### src/rtl/chain_rd_pkg.sv
package chain_rd_pkg;
  typedef enum logic [1:0] {EV_IDLE, EV_LOW, EV_HIGH, EV_FLUSH} ev_state_e;
  typedef enum logic [1:0] {MN_IDLE, MN_CLK_H, MN_CLK_L, MN_RST} mn_state_e;
endpackage

### src/rtl/chain_rd_tick.sv
module chain_rd_tick #(
  parameter int DIV_W = 8
) (
  input  logic             clk_i,
  input  logic             rst_ni,
  input  logic             active_i,
  input  logic [DIV_W-1:0] div_i,
  output logic             tick_o
);
  logic [DIV_W-1:0] cnt_q;

  assign tick_o = active_i && (cnt_q == div_i);

  always_ff @(posedge clk_i or negedge rst_ni) begin
    if (!rst_ni)                 cnt_q <= '0;
    else if (!active_i || tick_o) cnt_q <= '0;
    else                         cnt_q <= cnt_q + 1'b1;
  end
endmodule

### src/rtl/chain_rd_evt_seq.sv
module chain_rd_evt_seq
  import chain_rd_pkg::*;
#(
  parameter int ADDR_W = 4,
  parameter int LEN_W  = 8
) (
  input  logic              clk_i,
  input  logic              rst_ni,
  input  logic              start_i,
  input  logic              tick_i,
  input  logic [LEN_W-1:0]  len_i,
  input  logic [ADDR_W:0]   mods_i,
  output logic              busy_o,
  output logic [ADDR_W-1:0] addr_o,
  output logic              sclk_o,
  output logic              smp_o,
  output logic              flush_o,
  output logic              trig_o,
  output logic              done_o
);
  ev_state_e         state_q;
  logic [ADDR_W-1:0] addr_q;
  logic [LEN_W-1:0]  bit_q;
  logic              sclk_q, trig_q, done_q;
  logic              last_bit, last_mod;

  assign last_bit = (bit_q == len_i - 1'b1);
  assign last_mod = ({1'b0, addr_q} == mods_i - 1'b1);

  always_ff @(posedge clk_i or negedge rst_ni) begin
    if (!rst_ni) begin
      state_q <= EV_IDLE;
      addr_q  <= '0;
      bit_q   <= '0;
      sclk_q  <= 1'b0;
      trig_q  <= 1'b0;
      done_q  <= 1'b0;
    end else begin
      trig_q <= 1'b0;
      done_q <= 1'b0;
      case (state_q)
        EV_IDLE: if (start_i) begin
          state_q <= EV_LOW;
          addr_q  <= '0;
          bit_q   <= '0;
          sclk_q  <= 1'b0;
          trig_q  <= 1'b1;
        end
        EV_LOW: if (tick_i) begin
          sclk_q  <= 1'b1;
          state_q <= EV_HIGH;
        end
        EV_HIGH: if (tick_i) begin
          sclk_q <= 1'b0;
          if (!last_bit) begin
            bit_q   <= bit_q + 1'b1;
            state_q <= EV_LOW;
          end else begin
            bit_q <= '0;
            if (last_mod) begin
              state_q <= EV_FLUSH;
            end else begin
              addr_q  <= addr_q + 1'b1;
              state_q <= EV_LOW;
            end
          end
        end
        EV_FLUSH: begin
          state_q <= EV_IDLE;
          done_q  <= 1'b1;
        end
        default: state_q <= EV_IDLE;
      endcase
    end
  end

  assign busy_o  = (state_q != EV_IDLE);
  assign addr_o  = addr_q;
  assign sclk_o  = sclk_q;
  assign smp_o   = (state_q == EV_LOW) && tick_i;
  assign flush_o = (state_q == EV_FLUSH);
  assign trig_o  = trig_q;
  assign done_o  = done_q;
endmodule

### src/rtl/chain_rd_packer.sv
module chain_rd_packer #(
  parameter int WORD_W = 16,
  parameter int TP_W   = 8
) (
  input  logic              clk_i,
  input  logic              rst_ni,
  input  logic              clear_i,
  input  logic              smp_i,
  input  logic              bit_i,
  input  logic              flush_i,
  input  logic              tp_en_i,
  input  logic [TP_W-1:0]   tp_pat_i,
  output logic              push_o,
  output logic [WORD_W-1:0] word_o
);
  localparam int CNT_W = $clog2(WORD_W);
  localparam int TPI_W = $clog2(TP_W);

  logic [WORD_W-2:0] sr_q;
  logic [CNT_W-1:0]  cnt_q;
  logic [TPI_W-1:0]  tp_idx_q;
  logic              d_bit, word_full;

  assign d_bit     = tp_en_i ? tp_pat_i[TPI_W'(TP_W-1) - tp_idx_q] : bit_i;
  assign word_full = (cnt_q == CNT_W'(WORD_W-1));
  assign push_o    = (smp_i && word_full) || (flush_i && (cnt_q != '0));
  // flush: left-justify the residual bits, zero fill below
  assign word_o    = smp_i ? {sr_q, d_bit}
                           : ({sr_q, 1'b0} << (CNT_W'(WORD_W-1) - cnt_q));

  always_ff @(posedge clk_i or negedge rst_ni) begin
    if (!rst_ni) begin
      sr_q     <= '0;
      cnt_q    <= '0;
      tp_idx_q <= '0;
    end else if (clear_i) begin
      cnt_q    <= '0;
      tp_idx_q <= '0;
    end else if (smp_i) begin
      tp_idx_q <= tp_idx_q + 1'b1;
      sr_q     <= {sr_q[WORD_W-3:0], d_bit};
      cnt_q    <= word_full ? '0 : cnt_q + 1'b1;
    end else if (flush_i) begin
      cnt_q <= '0;
    end
  end
endmodule

### src/rtl/chain_rd_fifo.sv
module chain_rd_fifo #(
  parameter int WORD_W = 16,
  parameter int DEPTH  = 8
) (
  input  logic              clk_i,
  input  logic              rst_ni,
  input  logic              clear_ovf_i,
  input  logic              push_i,
  input  logic [WORD_W-1:0] data_i,
  input  logic              pop_i,
  output logic [WORD_W-1:0] data_o,
  output logic              empty_o,
  output logic              ovf_o
);
  localparam int PTR_W = $clog2(DEPTH);

  logic [WORD_W-1:0] mem_q [DEPTH];
  logic [PTR_W:0]    wp_q, rp_q;
  logic              full, do_pop, ovf_q;

  assign full    = (wp_q[PTR_W] != rp_q[PTR_W]) && (wp_q[PTR_W-1:0] == rp_q[PTR_W-1:0]);
  assign empty_o = (wp_q == rp_q);
  assign do_pop  = pop_i && !empty_o;
  assign data_o  = mem_q[rp_q[PTR_W-1:0]];
  assign ovf_o   = ovf_q;

  always_ff @(posedge clk_i) begin
    if (push_i && !full) mem_q[wp_q[PTR_W-1:0]] <= data_i;
  end

  always_ff @(posedge clk_i or negedge rst_ni) begin
    if (!rst_ni) begin
      wp_q  <= '0;
      rp_q  <= '0;
      ovf_q <= 1'b0;
    end else begin
      if (push_i && !full) wp_q <= wp_q + 1'b1;
      if (do_pop)          rp_q <= rp_q + 1'b1;
      if (clear_ovf_i)          ovf_q <= 1'b0;
      else if (push_i && full)  ovf_q <= 1'b1;
    end
  end
endmodule

### src/rtl/chain_rd_mon_seq.sv
module chain_rd_mon_seq
  import chain_rd_pkg::*;
#(
  parameter int ADDR_W = 4
) (
  input  logic              clk_i,
  input  logic              rst_ni,
  input  logic              sel_i,
  input  logic [ADDR_W-1:0] addr_i,
  input  logic              step_i,
  input  logic              clr_i,
  input  logic              tick_i,
  output logic              busy_o,
  output logic [ADDR_W-1:0] addr_o,
  output logic              mclk_o,
  output logic              mrst_o
);
  mn_state_e         state_q;
  logic [ADDR_W-1:0] addr_q;

  always_ff @(posedge clk_i or negedge rst_ni) begin
    if (!rst_ni) begin
      state_q <= MN_IDLE;
      addr_q  <= '0;
    end else begin
      if (sel_i) addr_q <= addr_i;
      case (state_q)
        MN_IDLE: begin
          if (clr_i)       state_q <= MN_RST;
          else if (step_i) state_q <= MN_CLK_H;
        end
        MN_CLK_H: if (tick_i) state_q <= MN_CLK_L;
        MN_CLK_L: if (tick_i) state_q <= MN_IDLE;
        MN_RST:   if (tick_i) state_q <= MN_IDLE;
        default:  state_q <= MN_IDLE;
      endcase
    end
  end

  assign busy_o = (state_q != MN_IDLE);
  assign addr_o = addr_q;
  assign mclk_o = (state_q == MN_CLK_H);
  assign mrst_o = (state_q == MN_RST);
endmodule

### src/rtl/chain_readout_ctrl.sv
module chain_readout_ctrl #(
  parameter int ADDR_W = 4,
  parameter int WORD_W = 16,
  parameter int DEPTH  = 8,
  parameter int DIV_W  = 8,
  parameter int LEN_W  = 8,
  parameter int TP_W   = 8
) (
  input  logic              clk_i,
  input  logic              rst_ni,
  input  logic [DIV_W-1:0]  cfg_div_i,
  input  logic [LEN_W-1:0]  cfg_frame_len_i,
  input  logic [ADDR_W:0]   cfg_mod_cnt_i,
  input  logic              tp_en_i,
  input  logic [TP_W-1:0]   tp_pattern_i,
  input  logic              evt_start_i,
  input  logic              mon_sel_i,
  input  logic [ADDR_W-1:0] mon_addr_i,
  input  logic              mon_step_i,
  input  logic              mon_clr_i,
  input  logic              ser_data_i,
  input  logic              rd_en_i,
  output logic              chain_trig_o,
  output logic              chain_mode_o,
  output logic [ADDR_W-1:0] chain_addr_o,
  output logic              chain_clk_o,
  output logic              mon_clk_o,
  output logic              mon_rst_o,
  output logic              evt_busy_o,
  output logic              evt_done_o,
  output logic [WORD_W-1:0] rd_data_o,
  output logic              fifo_empty_o,
  output logic              fifo_ovf_o
);
  logic              tick, any_busy, evt_busy, mon_busy;
  logic              evt_go, mon_ok;
  logic              smp, flush, push;
  logic [WORD_W-1:0] word;
  logic [ADDR_W-1:0] evt_addr, mon_addr;

  assign any_busy = evt_busy || mon_busy;
  assign evt_go   = evt_start_i && !any_busy;
  assign mon_ok   = !any_busy && !evt_start_i;  // event command wins a tie

  chain_rd_tick #(.DIV_W(DIV_W)) u_tick (
    .clk_i, .rst_ni, .active_i(any_busy), .div_i(cfg_div_i), .tick_o(tick)
  );

  chain_rd_evt_seq #(.ADDR_W(ADDR_W), .LEN_W(LEN_W)) u_evt (
    .clk_i, .rst_ni,
    .start_i (evt_go),
    .tick_i  (tick),
    .len_i   (cfg_frame_len_i),
    .mods_i  (cfg_mod_cnt_i),
    .busy_o  (evt_busy),
    .addr_o  (evt_addr),
    .sclk_o  (chain_clk_o),
    .smp_o   (smp),
    .flush_o (flush),
    .trig_o  (chain_trig_o),
    .done_o  (evt_done_o)
  );

  chain_rd_packer #(.WORD_W(WORD_W), .TP_W(TP_W)) u_pack (
    .clk_i, .rst_ni,
    .clear_i  (evt_go),
    .smp_i    (smp),
    .bit_i    (ser_data_i),
    .flush_i  (flush),
    .tp_en_i  (tp_en_i),
    .tp_pat_i (tp_pattern_i),
    .push_o   (push),
    .word_o   (word)
  );

  chain_rd_fifo #(.WORD_W(WORD_W), .DEPTH(DEPTH)) u_fifo (
    .clk_i, .rst_ni,
    .clear_ovf_i (evt_go),
    .push_i      (push),
    .data_i      (word),
    .pop_i       (rd_en_i),
    .data_o      (rd_data_o),
    .empty_o     (fifo_empty_o),
    .ovf_o       (fifo_ovf_o)
  );

  chain_rd_mon_seq #(.ADDR_W(ADDR_W)) u_mon (
    .clk_i, .rst_ni,
    .sel_i  (mon_sel_i && mon_ok),
    .addr_i (mon_addr_i),
    .step_i (mon_step_i && mon_ok),
    .clr_i  (mon_clr_i && mon_ok),
    .tick_i (tick),
    .busy_o (mon_busy),
    .addr_o (mon_addr),
    .mclk_o (mon_clk_o),
    .mrst_o (mon_rst_o)
  );

  assign evt_busy_o   = evt_busy;
  assign chain_mode_o = evt_busy;
  assign chain_addr_o = evt_busy ? evt_addr : mon_addr;
endmodule

### config.mk
export PLATFORM = sky130hd
export DESIGN_NAME = chain_readout_ctrl
export DESIGN_NICKNAME = d
export VERILOG_FILES = /design/src/rtl/chain_rd_pkg.sv /design/src/rtl/chain_rd_tick.sv /design/src/rtl/chain_rd_evt_seq.sv /design/src/rtl/chain_rd_packer.sv /design/src/rtl/chain_rd_fifo.sv /design/src/rtl/chain_rd_mon_seq.sv /design/src/rtl/chain_readout_ctrl.sv
export SDC_FILE = /design/constraint.sdc
export NUM_CORES = 1
export LEC_CHECK = 0
export BUFFER_PORTS_ARGS = -buffer_cell sky130_fd_sc_hd__buf_2
export CAP_MARGIN = 10
export CORE_MARGIN = 2
export CORE_UTILIZATION = 45
export DETAILED_ROUTE_END_ITERATION = 7
export GPL_ROUTABILITY_DRIVEN = 0
export PLACE_DENSITY = 0.66
export SYNTH_ARGS = -nofsm -noshare
export SYNTH_HDL_FRONTEND = slang
export SYNTH_SLANG_ARGS = --single-unit
### constraint.sdc
create_clock -name clk_i -period 3.7 [get_ports clk_i]
set_clock_uncertainty 0.05 [all_clocks]
set_input_delay 0.185 -clock clk_i [delete_from_list [all_inputs] [get_ports clk_i]]
set_output_delay 0.185 -clock clk_i [all_outputs]
set_load 0.01 [all_outputs]
==> flow_metrics.py, run 1 <==
metrics = {
    "logic_synthesis": {
        "synth_top_flop_cell": "edfxtp_1",
        "synth.net_count": 712,
        "synth_cell_types": 56,
        "async_flop_share_pct": 32.63,
        "syn_avg_cell_area_um2": 13.59,
        "yosysWarningCount": 0,
        "synth_edf_count": 128,
        "synth_area_leaders": "edfxtp_1 43%, dfrtp_1 17%, mux4_2 9.5%",
        "synth_top_area_share_pct": 42.84,
        "ys_ff_latch": 190,
        "yosysSeqAreaShare_pct": 60.13,
        "syn-cell-area_mm2": 0.008972,
        "yosysTopAreaCell": "edfxtp_1",
        "syn_inst": 660,
    },
    "cells_and_area": {
        "mostFrequentLayoutCell": "edfxtp_1",
        "fin_nets": 802,
        "drive_gt1_share_pct": 28.70,
        "final_cell_mix": "128 x edfxtp_1, 82 x nand2_1, 70 x buf_2",
        "n_antenna_cell": 0,
        "design_area_mm2": 0.01048,
        "area_growth_pct": 16.75,
        "stdcell_count": 1028,
    },
    "placement": {
        "place_area_mm2": 0.009759,
        "hpwl_mm": 13.96,
        "portBuffers": 70,
        "place_ws_ps": 759.9,
        "place_inst": 988,
    },
    "worst_setup_path": {
        "crit_chain": "xnor2_1 > nand4_1 > o41ai_1 > and2b_1 > nand4_1 > inv_1",
        "critPathKind": "reg -> reg",
        "cp_max_fo": 16,
        "r2r_setup_slack_ps": 770,
        "cpMostUsedCell": "nand4_1",
        "critPathSlowestCell": "o41ai_1",
        "critPathMaxStageDelay_ps": 610,
        "arrival_ps": 2940,
        "worstPathRequired_ps": 3710,
        "cp-start-kind": "flip-flop",
        "cp-end-kind": "flip-flop",
    },
    "routing": {
        "postRouteAntennaNets": 0,
        "finalWirelength_mm": 19.89,
        "dr.pass1.iters": 5,
        "num_vias": 5657,
        "drtIter0Drc": 358,
        "viasPerCell": 5.503,
        "routedWlPerCell_um": 19.34,
        "drc": 0,
    },
    "floorplanning": {
        "start_util_pct": 45.95,
        "die_y_um": 145.2,
        "num_rows": 51,
        "dieWidth_um": 145.2,
        "coreArea_mm2": 0.01953,
        "die_area_mm2": 0.02108,
        "io_pins": 71,
    },
    "sta": {
        "period_share_pct": 79.18,
        "fmax_mhz": 341.3,
        "rsz0062_at_grt": "no",
        "fin_ws_ps": 770.3,
        "tightest_slew_ps": 1054,
        "fin_tns_setup_ps": 0,
        "slew_headroom_pct": 29.47,
        "setup_viol": 0,
        "drv_slew": 0,
        "period_needed_ps": 2930,
        "finalHoldViolCount": 0,
    },
    "clocking": {
        "cts_num_sinks": 190,
        "insertion_delay_ps": 440,
        "clockBufferDepth": 2,
        "cts_tree": "yes",
        "numCtsBuffers": 17,
        "cts_root_buf": "clkbuf_16",
        "cts_max_level": 4,
        "post_cts_buffers": 0,
        "path_clk_slew_ps": 80,
    },
    "grt": {
        "grt_pass1_wl_mm": 32.40,
        "antenna_found_initial": 0,
        "grt_usage_pct": 19.79,
        "grt_max_degree": 45,
        "overflow": 0,
        "grt_pass1_vias": 5935,
    },
    "power_and_ir_drop": {
        "ir_drop_uv": 337.0,
        "p_int_mw": 4.344,
        "power.share.sequential_pct": 40.7,
        "clkPwrFrac_pct": 30.7,
        "p_comb_share_pct": 28.6,
        "leakage_nw": 4.087,
        "switching_share_pct": 31.42,
        "power.density_mw_per_mm2": 604.7,
        "power.switching_mw": 1.990,
    },
    "hold_path": {
        "worstHoldPathType": "in -> reg",
    },
    "status": {
        "run_status": "completed",
    },
    "run": {
        "cap_viol_max_count": 0,
    },
}
routing by layer:
metal	wire length, um	up-vias	part of all wire [%]	GRT usage, %
li1	-	2647	-	-
met1	8161	2836	41	23.70
met2	10760	157	54	36.23
met3	682	17	3.4	3.616
met4	284	0	1.4	6.029
met5	0	-	0	0
what timing repair did:
item                      in CTS  in global routing
gates resized for setup        0                  0
hold endpoints to repair      49                  0
hold buffers                   8                  0
sequential cells by signal, summed over array words and instances (netlist names):
register / flops
u_pack.cnt_q: 4
u_fifo.mem_q: 128
u_evt.sclk_o: 1
u_mon.addr_o: 4
u_pack.sr_q: 15
u_mon.state_q: 2
u_pack.tp_idx_q: 3
u_fifo.wp_q: 4
u_fifo.rp_q: 4
u_tick.cnt_q: 8
u_evt.bit_q: 8
u_evt.state_q: 2
u_evt.addr_o: 4
u_fifo.ovf_o: 1
u_evt.done_o: 1
u_evt.trig_o: 1
worst max-delay path, delay by kind of cell (launching register included):
kind                   cells  cell delay (ps)
XOR/XNOR                   1              150
buffers and inverters      1              560
AND/OR/NAND/NOR            3              720
flip-flops                 1              450
AO/OA/AOI/OAI              1              610
Yosys cell counts, drive strengths merged (11+ instances only):
cell type and count:
clkbuf 20, xnor2 26, a21oi 14, nand2 82, inv 16, mux2i 12
nand3 20, mux2 32, buf 17, o21ai 26, nand4 11, edfxtp 128
xor2 18, nor2 31, dfrtp 62, mux4 38
layout make-up:
type	instances	area [um^2]
Timing Repair Buffer	108	655.6
Multi-Input combinational cell	416	3392
Tap cell	265	331.6
Fill cell	1621	9051
Clock inverter	15	210.2
Clock buffer	17	425.4
Inverter	17	63.81
Sequential cell	190	5396
logic make-up after synthesis:
group | after synthesis | share of synthesized area (%)
compound gates | 86 | 6.429
xor+xnor | 44 | 4.295
fa+ha+maj | 10 | 1.395
buf+inv | 54 | 2.454
flops | 190 | 60.13
mux | 82 | 14.89
simple gates | 194 | 10.40
power by group through the flow:
stage	clock [mW]	sequential [mW]	combinational, mW
2_1_floorplan	0	2.54	1.36
3_3_place_gp	0	2.61	1.79
3_5_place_dp	0	2.62	1.84
4_1_cts	1.98	2.57	1.86
5_1_grt	2.06	2.60	1.99
6_report	1.94	2.58	1.81
worst paths after layout:
path                            startpoint                  to  depth (start not counted)
setup / recovery           u_tick.cnt_q[0]  u_fifo.mem_q[7][4]                          6
setup reg to reg           u_tick.cnt_q[0]  u_fifo.mem_q[7][4]                          6
max in group asynchronous           rst_ni     u_evt.addr_o[2]                          3
hold / removal                 evt_start_i    u_mon.state_q[1]                          4
hold reg to reg            u_mon.addr_o[3]     u_mon.addr_o[3]                          1
min in group asynchronous           rst_ni     u_mon.addr_o[2]                          2
per-stage QoR:
stage	util (%)	total power [mW]	hold WS [ps]
final	53.65	6.334	65.39
after global routing	53.65	6.656	103.5
after CTS	53.65	6.415	35.01
after detailed placement	49.98	4.461	366.2
after global placement	49.98	4.392	339.7
after floorplan	-	3.900	-160.6
Power figures use the tool's default switching activity.
==> run 2, diff against run 1 <==
==> constraint.sdc (replaced) <==
create_clock -name clk_i -period 2.45 [get_ports clk_i]
set_clock_uncertainty 0.05 [all_clocks]
set_input_delay 0.1225 -clock clk_i [delete_from_list [all_inputs] [get_ports clk_i]]
set_output_delay 0.1225 -clock clk_i [all_outputs]
set_load 0.01 [all_outputs]
==> run 2 against run 1 <==
- the flow now finishes with violations (setup timing)
- setup slack worse by 820 ps
- die area unchanged
- sequential power up 48%
- non-clock buffer count is 34 higher
- global-route usage fell by 1.6 points
- critical path depth up 3
- count of clock-buffer cells in the layout up 1
- combinational power is 67% higher
- largest power group unchanged
- highest routed layer unchanged
==> flow_metrics.py, run 2 (same netlist as run 1, synthesis figures left out) <==
metrics = {
    "grt": {
        "grt_max_degree": 63,
        "grt_usage_pct": 18.15,
        "overflow": 0,
        "antenna_found_initial": 0,
        "grt_pass1_vias": 5776,
        "grt_pass1_wl_mm": 30.44,
    },
    "worst_setup_path": {
        "arrival_ps": 2590,
        "critPathKind": "reg -> reg",
        "worstPathRequired_ps": 2550,
        "cp-start-kind": "flip-flop",
        "cp-end-kind": "flip-flop",
        "r2r_cells": 9,
        "cp_max_fo": 8,
    },
    "hold_path": {
        "worstHoldPathType": "in -> reg",
        "whs_path_depth": 3,
    },
    "floorplanning": {
        "start_util_pct": 45.95,
        "io_pins": 71,
        "die_area_mm2": 0.02108,
        "die_y_um": 145.2,
        "coreArea_mm2": 0.01953,
        "num_rows": 51,
        "dieWidth_um": 145.2,
    },
    "clocking": {
        "path_clk_slew_ps": 70,
        "cts_root_buf": "clkbuf_16",
        "cts_num_sinks": 190,
        "insertion_delay_ps": 420,
        "clockBufferDepth": 2,
        "cts_max_level": 4,
        "cts_tree": "yes",
        "numCtsBuffers": 17,
    },
    "routing": {
        "viasPerCell": 5.467,
        "num_vias": 5806,
        "drtIter0Drc": 286,
        "drc": 0,
        "finalWirelength_mm": 19.08,
        "dr.pass1.iters": 5,
        "routedWlPerCell_um": 17.97,
        "postRouteAntennaNets": 0,
    },
    "sta": {
        "period_needed_ps": 2496,
        "slew_headroom_pct": 55.58,
        "drv_slew": 0,
        "period_share_pct": 101.9,
        "fin_tns_setup_ps": -695.9,
        "finalHoldViolCount": 0,
        "tightest_slew_ps": 661.8,
        "setup_viol": 37,
        "fin_ws_ps": -46.12,
        "hold_slack_ps": 51.83,
        "fmax_mhz": 400.6,
        "rsz0062_at_grt": "yes",
    },
    "run": {
        "cap_viol_max_count": 0,
    },
    "status": {
        "run_status": "finished with violations",
        "violations": "setup timing",
    },
    "cells_and_area": {
        "stdcell_count": 1062,
        "n_antenna_cell": 0,
        "nFillCells": 1598,
        "final_cell_mix": "128 x edfxtp_1, 79 x nand2_1, 70 x buf_2",
        "design_area_mm2": 0.01098,
        "largest_reg_flops": 128,
        "utilization_pct": 56.21,
        "drive_gt1_share_pct": 33.12,
        "fin_nets": 836,
        "mostFrequentLayoutCell": "edfxtp_1",
        "area_growth_pct": 22.33,
    },
    "placement": {
        "portBuffers": 70,
        "place_ws_ps": 7.250,
        "hpwl_mm": 12.97,
        "place_inst": 1013,
        "place_area_mm2": 0.01015,
    },
    "power_and_ir_drop": {
        "ir_drop_uv": 534.0,
        "power.density_mw_per_mm2": 869.2,
        "leakage_nw": 4.344,
        "total_power_mw": 9.540,
    },
}
-- run 2: cell count changes in the layout (fill, tap and decap cells not counted), moves of 4 or more --
cell,delta
buf_4,+15
buf_12,+10
buf_6,+6
nor3b_2,-4
nor3b_4,+4
o21ai_0,-4
o21ai_1,+4
-- run 2: routing by layer --
layer | track usage [%] | wire (um) | up-vias
met2 | 31.42 | 9755 | 149
met4 | 4.020 | 172 | 0
met5 | 0 | 0 | -
li1 | - | - | 2732
met1 | 23.72 | 8452 | 2908
met3 | 3.711 | 703 | 17
-- run 2: layout make-up --
| type | count | area, um^2 | share of cell area [%] |
|---|---|---|---|
| Multi-Input combinational cell | 416 | 3507 | 31.95 |
| Clock buffer | 18 | 429.2 | 3.910 |
| Inverter | 17 | 66.31 | 0.6042 |
| Clock inverter | 14 | 147.6 | 1.345 |
| Tap cell | 265 | 331.6 | 3.021 |
| Sequential cell | 190 | 5398 | 49.18 |
| Timing Repair Buffer | 142 | 1096 | 9.986 |
-- run 2: path summary, 6_finish.rpt --
path,slack [ps],startpoint,endpoint
setup / recovery,-50,u_tick.cnt_q[3],u_fifo.mem_q[0][7]
hold / removal,50,rd_en_i,u_fifo.rp_q[0]
setup reg to reg,-50,u_tick.cnt_q[3],u_fifo.mem_q[0][7]
hold reg to reg,450,u_fifo.ovf_o,u_fifo.ovf_o
max in group asynchronous,1860,rst_ni,u_pack.cnt_q[0]
min in group asynchronous,200,rst_ni,u_mon.addr_o[2]
-- run 2: timing repair --
item / 4_1_cts / 5_1_grt
buffers inserted: 0 / 6
setup endpoints to repair: 0 / 203
hold endpoints to repair: 68 / 0
hold buffers: 9 / 0
gates resized for setup: 0 / 20
-- run 2: where the power goes --
| group | internal (mW) | leakage [nW] | switching, mW | total, mW |
|---|---|---|---|---|
| clock | 1.44 | 0.279 | 1.25 | 2.69 |
| sequential | 3.62 | 2.05 | 0.209 | 3.83 |
| combinational | 1.54 | 2.02 | 1.48 | 3.02 |
-- run 2: critical path, stage by stage (launching register included) --
cell	delay (ps)
dfrtp_1	390
xnor2_1	160
nand4_1	230
o41ai_4	450
and2b_2	240
nand2b_4	90
buf_6	130
nor3_4	170
buf_6	150
clkbuf_16	160
